### src/rtl/hs_tx_pkg.sv
package hs_tx_pkg;
  typedef enum logic [1:0] {
    PH_IDLE   = 2'd0,
    PH_SETUP  = 2'd1,
    PH_ACTIVE = 2'd2
  } ph_e;
endpackage

### src/rtl/hs_fifo.sv
module hs_fifo #(
  parameter int DATA_W = 16,
  parameter int DEPTH  = 4
) (
  input  logic              clk_i,
  input  logic              rst_ni,
  input  logic              push_i,
  input  logic [DATA_W-1:0] push_data_i,
  input  logic              pop_i,
  output logic [DATA_W-1:0] head_o,
  output logic              empty_o,
  output logic              full_o
);
  localparam int AW    = (DEPTH > 1) ? $clog2(DEPTH) : 1;
  localparam int CNT_W = $clog2(DEPTH + 1);
  localparam logic [AW-1:0]    LAST = AW'(DEPTH - 1);
  localparam logic [CNT_W-1:0] FULL_CNT = CNT_W'(DEPTH);

  logic [DATA_W-1:0] mem_q [DEPTH];
  logic [AW-1:0]     wr_ptr_q, rd_ptr_q;
  logic [CNT_W-1:0]  cnt_q;
  logic              do_push, do_pop;

  assign full_o  = (cnt_q == FULL_CNT);
  assign empty_o = (cnt_q == '0);
  assign do_push = push_i && !full_o;
  assign do_pop  = pop_i && !empty_o;
  assign head_o  = mem_q[rd_ptr_q];

  function automatic logic [AW-1:0] nxt(input logic [AW-1:0] p);
    return (p == LAST) ? '0 : p + AW'(1);
  endfunction

  always_ff @(posedge clk_i or negedge rst_ni) begin
    if (!rst_ni) begin
      wr_ptr_q <= '0;
      rd_ptr_q <= '0;
      cnt_q    <= '0;
    end else begin
      if (do_push) wr_ptr_q <= nxt(wr_ptr_q);
      if (do_pop)  rd_ptr_q <= nxt(rd_ptr_q);
      case ({do_push, do_pop})
        2'b10:   cnt_q <= cnt_q + CNT_W'(1);
        2'b01:   cnt_q <= cnt_q - CNT_W'(1);
        default: cnt_q <= cnt_q;
      endcase
    end
  end

  for (genvar i = 0; i < DEPTH; i++) begin : g_slot
    always_ff @(posedge clk_i or negedge rst_ni) begin
      if (!rst_ni)                                   mem_q[i] <= '0;
      else if (do_push && wr_ptr_q == AW'(i))        mem_q[i] <= push_data_i;
    end
  end
endmodule

### src/rtl/hs_link_fsm.sv
module hs_link_fsm
  import hs_tx_pkg::*;
#(
  parameter int DATA_W = 16
) (
  input  logic              clk_i,
  input  logic              rst_ni,
  input  logic              q_empty_i,
  input  logic [DATA_W-1:0] q_head_i,
  input  logic              rx_ready_i,
  output logic              pop_o,
  output logic [DATA_W-1:0] tx_data_o,
  output logic              tx_valid_o
);
  ph_e               ph_q, ph_d;
  logic [DATA_W-1:0] data_q, data_d;
  logic              valid_q, valid_d;

  always_comb begin
    ph_d    = ph_q;
    data_d  = data_q;
    valid_d = valid_q;
    pop_o   = 1'b0;
    unique case (ph_q)
      PH_IDLE: if (!q_empty_i && rx_ready_i) begin
        data_d = q_head_i;   // bus loaded a cycle ahead of valid
        ph_d   = PH_SETUP;
      end
      PH_SETUP: begin
        if (rx_ready_i) begin
          valid_d = 1'b1;
          ph_d    = PH_ACTIVE;
        end else begin
          ph_d = PH_IDLE;    // receiver withdrew, keep record
        end
      end
      PH_ACTIVE: if (!rx_ready_i) begin
        valid_d = 1'b0;
        pop_o   = 1'b1;
        ph_d    = PH_IDLE;
      end
      default: begin
        ph_d    = PH_IDLE;
        valid_d = 1'b0;
      end
    endcase
  end

  always_ff @(posedge clk_i or negedge rst_ni) begin
    if (!rst_ni) begin
      ph_q    <= PH_IDLE;
      data_q  <= '0;
      valid_q <= 1'b0;
    end else begin
      ph_q    <= ph_d;
      data_q  <= data_d;
      valid_q <= valid_d;
    end
  end

  assign tx_data_o  = data_q;
  assign tx_valid_o = valid_q;
endmodule

### src/rtl/hs_queued_tx.sv
module hs_queued_tx #(
  parameter int DATA_W = 16,
  parameter int DEPTH  = 4
) (
  input  logic              clk_i,
  input  logic              rst_ni,
  input  logic              wr_valid_i,
  input  logic [DATA_W-1:0] wr_data_i,
  output logic              wr_full_o,
  output logic [DATA_W-1:0] tx_data_o,
  output logic              tx_valid_o,
  input  logic              rx_ready_i
);
  logic [DATA_W-1:0] q_head;
  logic              q_empty, q_pop;

  hs_fifo #(.DATA_W(DATA_W), .DEPTH(DEPTH)) u_fifo (
    .clk_i       (clk_i),
    .rst_ni      (rst_ni),
    .push_i      (wr_valid_i),
    .push_data_i (wr_data_i),
    .pop_i       (q_pop),
    .head_o      (q_head),
    .empty_o     (q_empty),
    .full_o      (wr_full_o)
  );

  hs_link_fsm #(.DATA_W(DATA_W)) u_fsm (
    .clk_i      (clk_i),
    .rst_ni     (rst_ni),
    .q_empty_i  (q_empty),
    .q_head_i   (q_head),
    .rx_ready_i (rx_ready_i),
    .pop_o      (q_pop),
    .tx_data_o  (tx_data_o),
    .tx_valid_o (tx_valid_o)
  );
endmodule

### config.mk
export PLATFORM = sky130hd
export DESIGN_NAME = hs_queued_tx
export DESIGN_NICKNAME = d
export VERILOG_FILES = /design/src/rtl/hs_tx_pkg.sv /design/src/rtl/hs_fifo.sv /design/src/rtl/hs_link_fsm.sv /design/src/rtl/hs_queued_tx.sv
export SDC_FILE = /design/constraint.sdc
export NUM_CORES = 1
export LEC_CHECK = 0
export BUFFER_PORTS_ARGS = -buffer_cell sky130_fd_sc_hd__clkbuf_2
export CORE_UTILIZATION = 59
export CTS_BUF_LIST = sky130_fd_sc_hd__clkbuf_16
export DETAILED_ROUTE_END_ITERATION = 6
export GPL_ROUTABILITY_DRIVEN = 0
export HOLD_SLACK_MARGIN = 0.15
export PLACE_DENSITY = 0.91
export SKIP_CTS_REPAIR_TIMING = 1
export SYNTH_ARGS = -nofsm -noshare
export SYNTH_HDL_FRONTEND = slang
export SYNTH_SLANG_ARGS = --single-unit
### constraint.sdc
create_clock -name clk_i -period 2.5 [get_ports clk_i]
set_input_delay 0.125 -clock clk_i [delete_from_list [all_inputs] [get_ports clk_i]]
set_output_delay 0.125 -clock clk_i [all_outputs]
set_load 0.05 [all_outputs]
==> Word-level counts from Yosys, hierarchy flattened <==
Cells that the tools add are included.
Widths: inputs -> output; s select.
{ "op_classes": {"add_sub_neg": 4, "n_mul": 0, "div_mod_pow": 0, "n_lt_le_gt_ge": 1, "n_eq_ne": 12, "shifts": 0, "mux": 15, "bitwise": 2, "n_reduce_logical": 16} }
{ "ops": {"columns": ["operator", "n"], "rows": [
  ["$bmux 16 s2", 1],
  ["$mux 16", 2],
  ["$eq 2x2->1 const B", 5],
  ["$mux 2", 5],
  ["$logic_and 1x1->1", 7],
  ["$eq 2x1->1 const B", 3],
  ["$pmux 2 s3", 1],
  ["$pmux 3 s2", 1],
  ["$add 2x1->2 const B", 2],
  ["$logic_not 2->1", 2],
  ["$mux 1", 4],
  ["$ne 2x2->1 const B", 2],
  ["$reduce_and 2->1", 2],
  ["$add 3x1->3 const B", 1],
  ["$eq 3x3->1 const B", 1],
  ["$ge 3x3->1 const B", 1],
  ["$logic_not 3->1", 1],
  ["$not 2->3", 1],
  ["$pmux 1 s3", 1],
  ["$reduce_and 3->1", 1],
  ["$sub 3x1->3 const B", 1],
  ["$logic_not 1->1", 2],
  ["$ne 2x1->1 const B", 1],
  ["$reduce_bool 2->1", 1],
  ["$not 1->1", 1]
]} }
{ "word_totals": {"regBits": 90, "latchBits": 0, "mem_bits_rw": 0, "rom_bits": 0, "input_bits": 20, "output_inout_bits": 18, "wordCells": 60, "memories": 0} }

==> Logic depth before layout (Yosys ltp) <==
Gate-level depths: netlist of the first run.
{ "logic_depth": {"depth_word": 5, "depth_mapped": 9, "ltp_nobuf": 9} }

==> Cells and area by module <==
A second synthesis of the first run with hierarchy kept.
{ "hier_totals": {"hier_cells": 238, "hier_area_um2": 3941.3} }
{ "modules_own_cells": {"columns": ["mod", "n_inst", "cells_each", "area_each_um2", "seq_area_each_um2"], "rows": [
  ["hs_fifo", 1, 195, 3210.6, 1776.7],
  ["hs_link_fsm", 1, 43, 730.7, 475.5]
]} }

==> Least setup slack after synthesis of the first run <==
OpenSTA, ideal clock, no wires.
{ "synth_timing": {"path_kind": "register -> register", "startpoint": "register u_fsm.ph_q[0]", "endpoint": "register u_fifo.cnt_q[2]", "arrival_time_ps": 1989, "path_slack_ps": 431, "path_stages_with_launch": 9, "period_less_slack_ps": 2069, "cell_sequence": "dfrtp_1 -> or4b_1 -> inv_1 -> ha_1 -> inv_1 -> fa_1 -> xor2_1 -> nor2_1 -> xor2_1"} }
{ "synth_between": {"elab_chain_cells": 5} }
{ "synth_rtl": {"columns": ["element", "line", "source"], "rows": [
  ["from (decl)", "hs_link_fsm.sv:15", "ph_e ph_q, ph_d;"],
  ["from (signal assigned)", "hs_link_fsm.sv:55", "ph_q <= ph_d;"],
  ["$eq 2x2->1 *", "hs_link_fsm.sv:24", "unique case (ph_q)"],
  ["$mux 1 *", "hs_link_fsm.sv:24", null],
  ["$logic_and 1x1->1 *", "hs_fifo.sv:27", "assign do_pop = pop_i && !empty_o;"],
  ["via u_fifo.do_pop", "hs_fifo.sv:22", "logic do_push, do_pop;"],
  ["$eq 2x1->1 or $eq 2x2->1 (tied branches)", "hs_fifo.sv:42", "case ({do_push, do_pop})"],
  ["$pmux 3 s2 or $reduce_bool 2->1 (tied branches)", null, null],
  ["to (signal assigned)", "hs_fifo.sv:43", "2'b10: cnt_q <= cnt_q + CNT_W'(1);"],
  ["to (signal assigned)", "hs_fifo.sv:44", "2'b01: cnt_q <= cnt_q - CNT_W'(1);"],
  ["to (signal assigned)", "hs_fifo.sv:45", "default: cnt_q <= cnt_q;"],
  ["to (decl)", "hs_fifo.sv:21", "logic [CNT_W-1:0] cnt_q;"]
]} }
The timed path passes the listed nets; every way through them passes the cells marked *.
A chain may end at the register's enable or synchronous reset.

==> Worst setup path in the final report of the first run <==
{ "layout_timing": {"startpoint": "input rx_ready_i", "endpoint": "register u_fifo.cnt_q[2]"} }
{ "layout_between": {"elab_chain_cells": 5} }
{ "layout_rtl": {"columns": ["element", "line", "source"], "rows": [
  ["from (decl)", "hs_queued_tx.sv:12", "input logic rx_ready_i"],
  ["$mux 1 *", "hs_link_fsm.sv:37", "PH_ACTIVE: if (!rx_ready_i) begin"],
  ["$mux 1 *", "hs_link_fsm.sv:24", null],
  ["$logic_and 1x1->1 *", "hs_fifo.sv:27", null],
  ["via u_fifo.do_pop", "hs_fifo.sv:22", null],
  ["$eq 2x1->1 or $eq 2x2->1 (tied branches)", "hs_fifo.sv:42", null],
  ["$pmux 3 s2 or $reduce_bool 2->1 (tied branches)", null, null]
]} }
Marked as above.

==> results of run 1 <==
-- state kept, by name, indices dropped and copies added, names as in the netlist --
register          count
u_fifo.mem_q         64
u_fsm.tx_data_o      16
u_fifo.cnt_q          3
u_fifo.rd_ptr_q       2
u_fifo.wr_ptr_q       2
u_fsm.ph_q            2
u_fsm.tx_valid_o      1
-- through the flow --
step                      util, %  instance area (µm²)  power [µW]  hold slack [ns]
final                        71.6                 4920        7310            0.339
after detailed placement     64.5                 4430        5800            0.207
after global routing         71.6                 4920        7630            0.355
after floorplan                 -                 4220        5280           -0.171
after CTS                    69.0                 4740        7280           -0.155
after global placement       64.5                 4430        5650            0.199
-- cell usage in the layout, fill, tap and decap left out --
cell type      instances
a21oi_1                1
and2_1                 1
buf_4                  6
bufinv_16              2
clkbuf_16              9
clkbuf_2              36
clkinv_1               1
clkinv_4               1
clkinvlp_4             1
dfrtp_1               90
dlygate4sd3_1         18
fa_1                   1
ha_1                   6
inv_1                 10
mux2_2                35
mux2_4                49
mux2i_1                1
mux4_1                 8
mux4_2                 8
nand2_1                1
nand2b_1               1
nand3_4                4
nor2_1                 3
nor3_1                 1
o22ai_1                1
or3_1                  1
or3b_1                 1
or4b_1                 1
xnor2_1                1
xor2_1                 3
-- power groups by stage --
stage	clock network, µW	registers (µW)	logic [µW]
6_report	1400	2750	3160
3_5_place_dp	0	2700	3090
4_1_cts	1410	2710	3150
5_1_grt	1470	2810	3350
3_3_place_gp	0	2660	2990
2_1_floorplan	0	3010	2270
-- critical path, cell delays in order --
cell,delay (ns)
dlygate4sd3_1,0.53
clkbuf_2,0.13
or4b_1,0.58
inv_1,0.10
ha_1,0.17
inv_1,0.06
fa_1,0.37
xor2_1,0.15
nor2_1,0.11
xor2_1,0.15
-- layout make-up --
class / instances / area (µm²)
Sequential cell: 90 / 2250
Fill cell: 408 / 1950
Multi-Input combinational cell: 128 / 1800
Timing Repair Buffer: 60 / 405
Clock buffer: 9 / 225
Tap cell: 96 / 120
Clock inverter: 6 / 83.8
Inverter: 9 / 33.8
-- synthesized netlist by cell type (all sizes together), types with 3 or more instances --
cell	number	area, µm²
dfrtp	90	2250
inv	9	33.8
mux4	16	390
nand3	4	70.1
mux2	84	1130
buf	12	139
xor2	3	26.3
nor2	3	11.3
ha	6	75.1
-- worst max-delay path by stage --
stage | slack, ns | depth (start not counted) | start | endpoint
final | 0.27 | 10 | rx_ready_i | u_fifo.cnt_q[2]
after global routing | 0.14 | 10 | rx_ready_i | u_fifo.cnt_q[2]
after CTS | 0.27 | 9 | u_fifo.cnt_q[0] | u_fifo.cnt_q[2]
after detailed placement | 0.32 | 9 | u_fifo.cnt_q[0] | u_fifo.cnt_q[2]
after global placement | 0.38 | 8 | u_fsm.ph_q[0] | u_fifo.cnt_q[2]
after floorplan | 0.43 | 8 | u_fsm.ph_q[0] | u_fifo.cnt_q[2]
-- metal layers --
metal / part of all wire (%) / vias up
li1: - / 989
met1: 45 / 1173
met2: 51 / 42
met3: 2.3 / 11
met4: 1.4 / 0
met5: 0 / -
-- cell families (layout without fill, tap and decap cells) --
kind of cell / Yosys count / in the layout / share of synthesized area (%)
flops: 90 / 90 / 53.3
compound gates: 2 / 2 / 0.267
fa+ha+maj: 7 / 7 / 2.25
buf+inv: 21 / 84 / 4.09
simple gates: 14 / 14 / 3.02
xor+xnor: 4 / 4 / 0.830
mux: 101 / 101 / 36.2
==> out/qor.yml, run 1 <==
global_route:
  grt_pass1_wl_um: 12200
  antenna_found_initial: 0
  grt_busiest_layer: "met2"
  grt.met3_usage_pct: 3.33
  grt_max_degree: 55
  grtUsageMet1_pct: 30.4
  grt_pass1_vias: 2319
  grt_use_met2_pct: 35.3
  globalRouteOverflowTotal: 0
  grtUsageTotal_pct: 22.1
final_layout:
  diodes: 0
  final_layout_size_suffix_gt1_share_pct: 50.0
  fin_cells: 398
  final_nets: 325
  syn2layout_area_growth_pct: 16.5
detailed_routing:
  drtIter0Drc: 75
  num_vias: 2215
  via_per_inst: 5.57
  dr.pass1.iters: 4
  drc: 0
  avgRoutedWirePerCell_um: 20.2
  route.antenna.remaining_nets: 0
  wirelength_um: 8060
setup_path:
  r2r_slack_ns: 0.29
  cp-start-kind: "primary input"
  worstPathRequired_ns: 2.76
  crit_fanout: 4
  cp-end-kind: "flip-flop"
  path_class: "in -> reg"
  reg2reg_depth: 8
  r2r_start: "u_fsm.ph_q[0]"
  cp_data_arrival_time_ns: 2.49
  reg2reg_to: "u_fifo.cnt_q[2]"
sta:
  setup_violations: 0
  fmax_mhz: 448
  layout_worst_path_cycle_share_pct: 89.3
  maxSlewHeadroom_pct: 33.4
  fin_crit_ns: 2.23
  tns_ns: 0
  rsz0062_at_grt: "false"
  maxSlewViolCount: 0
  tightest_slew_ns: 0.998
  hold_violations: 0
  layout_setup_ws_ns: 0.269
  fin_worst_skew_ns: 0.00470
synth:
  synth_ff_type: "dfrtp_1"
  ys_warn_count: 0
  synth_edf_count: 0
  async_reset_ff_share_pct: 100
  synth.net_count: 266
  ys_seq_area_share_pct: 53.3
  synth-seq-cells: 90
  netlist_instances: 239
  synthDistinctLibCells: 27
  synth_area_per_cell_um2: 17.7
  syn_area_um2: 4220
placement:
  portBuffers: 37
  dp_cells: 365
  dp_hpwl_um: 4460
  pre_cts_ws_ns: 0.316
power:
  p_sw_share_pct: 34.3
  internal_power_uw: 4800
  powerDensity_nw_per_um2: 1490
  switching_power_uw: 2510
  p_leak_uw: 0.00238
  clkPwrFrac_pct: 19.2
  combPwrFrac_pct: 43.2
  seqPwrFrac_pct: 37.6
  ir_worst_vdd_mv: 0.551
floorplanning:
  die_x_um: 86.6
  dieArea_um2: 7500
  initial_core_util_pct: 61.5
  core_um2: 6870
  ios: 38
  rows: 30
  die_y_um: 86.6
clock_network:
  cts.htree.levels: 3
  numCtsBuffers: 9
  clk_pin_slew_ns: 0.06
  clk_latency_ns: 0.33
  cts_tree: "built"
  cts-root-buf: "clkbuf_16"
  numClockSinks: 90
  clockBufferDepth: 2
worst_hold_path:
  holdCritPathClass: "in -> reg"
  min_path_cells: 3
  hold_start: "wr_valid_i"
  min_to: "u_fifo.wr_ptr_q[0]"
status:
  status: "finished, final reports clean"
flow_run:
  cap_viol_max_count: 0
Power figures use the tool's default switching activity.
==> inputs of run 2 (changes only) <==
- CORE_ASPECT_RATIO: default -> 1.1
- MAX_ROUTING_LAYER: default -> met4
- clock period: 2.5 -> 2.2 ns (I/O delays scaled with it)
==> out/qor.yml, run 2 (synthesis results as in run 1) <==
final_layout:
  mostFrequentLayoutCells: "dfrtp_1, mux2_4, clkbuf_2, mux2_2, dlygate4sd3_1"  # unchanged
  largest_reg_flops: 64  # unchanged
  fillCellCount: 417  # was 408
  final_common_cell: "dfrtp_1"  # unchanged
  fin_cells: 385  # was 398
  top_register: "u_fifo.mem_q"  # unchanged
  final_layout_size_suffix_gt1_share_pct: 52.1  # was 50.0%
  syn2layout_area_growth_pct: 16.9  # was 16.5%
  fin_area_um2: 4940  # was 4920 µm²
  diodes: 0  # unchanged
  final_nets: 327  # was 325
clock_network:
  cts_tree: "built"  # unchanged
  clockBufferDepth: 2  # unchanged
  cts-root-buf: "clkbuf_16"  # unchanged
  numCtsBuffers: 9  # unchanged
  numClockSinks: 90  # unchanged
  cts.htree.levels: 3  # unchanged
  clk_pin_slew_ns: 0.06  # about the same
  clk_latency_ns: 0.34  # was 0.33 ns
power:
  clkPwrFrac_pct: 18.0  # was 19.2%
  switching_power_uw: 2760  # was 2510 µW
  internal_power_uw: 5400  # was 4800 µW
  seqPwrFrac_pct: 37.6  # about the same
  ir_worst_vdd_mv: 1.09  # was 0.551 mV
  p_leak_uw: 0.00239  # was 0.00238 µW
  p_sw_share_pct: 33.8  # was 34.3%
  powerDensity_nw_per_um2: 1650  # was 1490 nW/µm²
  combPwrFrac_pct: 44.4  # was 43.2%
  fin_total_pwr_uw: 8170  # was 7310 µW
detailed_routing:
  via_per_inst: 5.77  # was 5.57
  drc: 0  # unchanged
  route.antenna.remaining_nets: 0  # unchanged
  num_vias: 2220  # was 2215
  wirelength_um: 7200  # was 8060 µm
  dr.pass1.iters: 4  # unchanged
  drtIter0Drc: 88  # was 75
  avgRoutedWirePerCell_um: 18.7  # was 20.2 µm
setup_path:
  worstPathRequired_ns: 2.46  # was 2.76 ns
  crit_fanout: 4  # unchanged
  cp_data_arrival_time_ns: 2.39  # was 2.49 ns
  reg2reg_depth: 9  # was 8
  cp-start-kind: "flip-flop"  # was primary input
  cp-end-kind: "flip-flop"  # unchanged
  path_class: "reg -> reg"  # was in -> reg
worst_hold_path:
  min_path_cells: 3  # unchanged
  holdCritPathClass: "in -> reg"  # unchanged
sta:
  maxSlewViolCount: 0  # unchanged
  fmax_mhz: 469
  layout_worst_path_cycle_share_pct: 96.8
  hold_violations: 0  # unchanged
  setup_violations: 0  # unchanged
  fin_worst_skew_ns: 0.00778  # was 0.00470 ns
  fin_crit_ns: 2.13
  tightest_slew_ns: 0.796  # was 0.998 ns
  maxSlewHeadroom_pct: 46.9  # was 33.4%
floorplanning:
  dieArea_um2: 7500  # about the same
  die_x_um: 82.7  # was 86.6 µm
  die_y_um: 90.7  # was 86.6 µm
  core_um2: 6750  # was 6870 µm²
  ios: 38  # unchanged
  rows: 31  # was 30
  initial_core_util_pct: 62.6  # was 61.5%
global_route:
  antenna_found_initial: 0  # unchanged
  globalRouteOverflowTotal: 0  # unchanged
  grtUsageTotal_pct: 22.2  # was 22.1%
  grt_pass1_wl_um: 11700  # was 12200 µm
  grt_max_degree: 61  # was 55
  grt_pass1_vias: 2297  # was 2319
status:
  status: "finished, final reports clean"  # unchanged
placement:
  placed_area_um2: 4450  # was 4430 µm²
  dp_hpwl_um: 4520  # was 4460 µm
  dp_cells: 352  # was 365
  portBuffers: 37  # unchanged
flow_run:
  cap_viol_max_count: 0  # unchanged
run 2: cell types whose count changed in the layout (fill, tap and decap cells not counted), sizes merged:
| cell | before | now |
|---|---|---|
| bufinv | 2 | 1 |
| buf | 6 | 8 |
run 2: layout make-up:
cell class	count	area [µm²]	share of cell area, %
multi-input cells	128	1820	36.9
clock buffers	9	225	4.56
well taps	82	103	2.08
flip-flops and latches	90	2250	45.6
inverters	9	33.8	0.684
clock inverters	5	55.1	1.12
repair buffers	62	445	9.02
run 2: metal layers:
metal	share of wire (%)	wire length, µm	up-vias	GRT usage (%)
met3	3.4	242	11	4.34
met1	46	3340	1157	30.2
met2	49	3500	53	32.4
li1	-	-	999	-
met5	0	0	-	-
met4	1.5	110	0	9.48
run 2: power by group through the flow:
stage               Combinational, µW  Sequential (µW)  Clock [µW]
global placement                 3470             3000           0
global route                     3870             3180        1570
detailed placement               3580             3080           0
finish                           3630             3070        1470
floorplan                        2580             3420           0
CTS                              3600             3060        1490
run 2: stage by stage:
step                      worst slack [ns]  setup TNS, ns  hold WS [ns]  utilization (%)
after floorplan                      0.131              0        -0.186                -
after global placement               0.115              0         0.223             65.9
after detailed placement            0.0367              0         0.232             65.9
after CTS                           0.0268              0        -0.126             70.0
after global routing              -0.00603       -0.00603         0.406             73.2
final                               0.0699              0         0.381             73.2
run 2: critical path: stages (launching register included):
cell and delay, ns:
dfrtp_1 0.41, nor3_2 0.08, or4b_4 0.53, inv_2 0.09, ha_4 0.14, inv_1 0.05, fa_2 0.33, xor2_1 0.14
nor2_1 0.13, xor2_1 0.15
run 2: worst paths after layout:
kind	start	endpoint	slack, ns
hold / removal	wr_valid_i	u_fifo.wr_ptr_q[1]	0.38
setup reg to reg	u_fifo.cnt_q[0]	u_fifo.cnt_q[2]	0.07
setup / recovery	u_fifo.cnt_q[0]	u_fifo.cnt_q[2]	0.07
min in group asynchronous	rst_ni	u_fsm.tx_data_o[10]	0.39
hold reg to reg	u_fifo.mem_q[31]	u_fifo.mem_q[31]	0.50
max in group asynchronous	rst_ni	u_fifo.mem_q[57]	1.18
==> inputs of run 3 (changes only) <==
- CORE_UTILIZATION: 59 -> 55
- GPL_ROUTABILITY_DRIVEN: 0 -> default
- PLACE_DENSITY: 0.91 -> 0.87
==> out/qor.yml, run 3 (synthesis results as in run 1) <==
final_layout:
  final_layout_size_suffix_gt1_share_pct: 53.9  # was 52.1%
  final_common_cell: "dfrtp_1"  # unchanged
  syn2layout_area_growth_pct: 17.9  # was 16.9%
  final_util_pct: 67.0  # was 73.2%
  mostFrequentLayoutCells: "dfrtp_1, mux2_4, clkbuf_2, mux2_2, dlygate4sd3_1"  # unchanged
  final_nets: 330  # was 327
  fin_cells: 395  # was 385
  largest_reg_flops: 64  # unchanged
  top_register: "u_fifo.mem_q"  # unchanged
  diodes: 0  # unchanged
sta:
  fmax_mhz: 473  # was 469 MHz
  fin_crit_ns: 2.11  # was 2.13 ns
  setup_violations: 0  # unchanged
  layout_setup_ws_ns: 0.0880  # was 0.0699 ns
  maxSlewViolCount: 0  # unchanged
  hold_ws_ns: 0.280  # was 0.381 ns
  tightest_slew_ns: 0.835  # was 0.796 ns
  maxSlewHeadroom_pct: 44.3  # was 46.9%
  fin_worst_skew_ns: 0.00558  # was 0.00778 ns
  hold_violations: 0  # unchanged
  layout_worst_path_cycle_share_pct: 96.0  # was 96.8%
power:
  ir_worst_vdd_mv: 0.969  # was 1.09 mV
  internal_power_uw: 5440  # was 5400 µW
  p_sw_share_pct: 34.0  # was 33.8%
  switching_power_uw: 2800  # was 2760 µW
  p_leak_uw: 0.00241  # was 0.00239 µW
  combPwrFrac_pct: 44.1  # was 44.4%
  clkPwrFrac_pct: 18.6  # was 18.0%
  fin_total_pwr_uw: 8240  # was 8170 µW
  seqPwrFrac_pct: 37.4  # was 37.6%
  powerDensity_nw_per_um2: 1650  # about the same
clock_network:
  clk_pin_slew_ns: 0.06  # about the same
  cts-root-buf: "clkbuf_16"  # unchanged
  clockBufferDepth: 2  # unchanged
  cts.htree.levels: 3  # unchanged
  numCtsBuffers: 9  # unchanged
  numClockSinks: 90  # unchanged
  cts_tree: "built"  # unchanged
  clk_latency_ns: 0.33  # was 0.34 ns
placement:
  gp_congestion: 0.713
  dp_hpwl_um: 4510  # was 4520 µm
  portBuffers: 37  # unchanged
  dp_cells: 358  # was 352
  pre_cts_ws_ns: 0.0306  # was 0.0367 ns
setup_path:
  cp-start-kind: "flip-flop"  # unchanged
  crit_fanout: 3  # was 4
  cp_data_arrival_time_ns: 2.36  # was 2.39 ns
  cp-end-kind: "flip-flop"  # unchanged
  worstPathRequired_ns: 2.45  # was 2.46 ns
  path_class: "reg -> reg"  # unchanged
floorplanning:
  initial_core_util_pct: 56.8  # was 62.6%
  die_y_um: 93.9  # was 90.7 µm
  ios: 38  # unchanged
  dieArea_um2: 8030  # was 7500 µm²
  die_x_um: 85.6  # was 82.7 µm
  core_um2: 7430  # was 6750 µm²
  rows: 33  # was 31
global_route:
  antenna_found_initial: 0  # unchanged
  grt_pass1_wl_um: 11800  # was 11700 µm
  grt_pass1_vias: 2276  # was 2297
  grt_max_degree: 38  # was 61
  globalRouteOverflowTotal: 0  # unchanged
  grtUsageTotal_pct: 20.4  # was 22.2%
detailed_routing:
  avgRoutedWirePerCell_um: 18.5  # was 18.7 µm
  drtIter0Drc: 77  # was 88
  met3_length_um: 161  # was 242 µm
  wirelength_um: 7320  # was 7200 µm
  highest_layer: "met4"  # unchanged
  drc: 0  # unchanged
  via_per_inst: 5.59  # was 5.77
  route.antenna.remaining_nets: 0  # unchanged
  wl_met2_um: 3670  # was 3500 µm
  num_vias: 2207  # was 2220
  dr.pass1.iters: 4  # unchanged
  route.layer.met1.wl_um: 3370  # was 3340 µm
worst_hold_path:
  holdCritPathClass: "in -> async"  # was in -> reg
status:
  status: "finished, final reports clean"  # unchanged
flow_run:
  cap_viol_max_count: 0  # unchanged
## run 3: changes by cell type in the layout (fill, tap and decap cells not counted)
cell,change
or3b_1,-1
nand2_2,+1
clkinv_2,-1
buf_12,-1
inv_6,+2
buf_4,+4
clkinv_1,-1
nand2_1,-1
clkinvlp_4,+1
or3b_4,+1
inv_2,+1
## run 3: area by class of cell
class / instances / area, µm²
Sequential cell: 90 / 2250
Clock buffer: 9 / 225
Clock inverter: 7 / 75.1
Tap cell: 87 / 109
Multi-Input combinational cell: 128 / 1830
Inverter: 9 / 33.8
Fill cell: 508 / 2450
Timing Repair Buffer: 65 / 455
## run 3: final timing paths
kind / start / endpoint / depth (start not counted) / slack, ns
worst max-delay path: u_fifo.cnt_q[1] / u_fifo.cnt_q[2] / 9 / 0.09
worst min-delay path: rst_ni / u_fsm.tx_data_o[11] / 2 / 0.28
worst max register to register: u_fifo.cnt_q[1] / u_fifo.cnt_q[2] / 9 / 0.09
worst min register to register: u_fifo.mem_q[0] / u_fifo.mem_q[0] / 1 / 0.50
max in group asynchronous: rst_ni / u_fsm.tx_data_o[13] / 3 / 1.31
min in group clk_i: wr_valid_i / u_fifo.wr_ptr_q[1] / 3 / 0.32
## run 3: metal layers
| layer | vias up | GRT usage [%] |
|---|---|---|
| li1 | 999 | - |
| met1 | 1162 | 27.1 |
| met2 | 37 | 31.3 |
| met3 | 9 | 3.51 |
| met4 | 0 | 8.75 |
| met5 | - | - |
## run 3: critical path, cell delays in order, from the launching register on
cell and delay, ns:
dfrtp_1 0.39, nor3_2 0.07, or4b_4 0.53, inv_2 0.09, ha_4 0.14, inv_2 0.03
fa_2 0.32, xor2_1 0.15, nor2_1 0.12, xor2_1 0.18
## run 3: metrics by stage
stage	setup TNS, ns	instance area, µm²
2_1_floorplan	0	4220
3_3_place_gp	0	4450
3_5_place_dp	0	4450
4_1_cts	0	4750
5_1_grt	-0.00521	4980
6_report	0	4980
## run 3: power by group through the flow
stage	combinational [µW]	sequential, µW	clock (µW)
after floorplan	2580	3420	0
after global placement	3440	3030	0
after detailed placement	3540	3090	0
after CTS	3560	3080	1570
after global routing	3880	3180	1640
final	3630	3080	1530
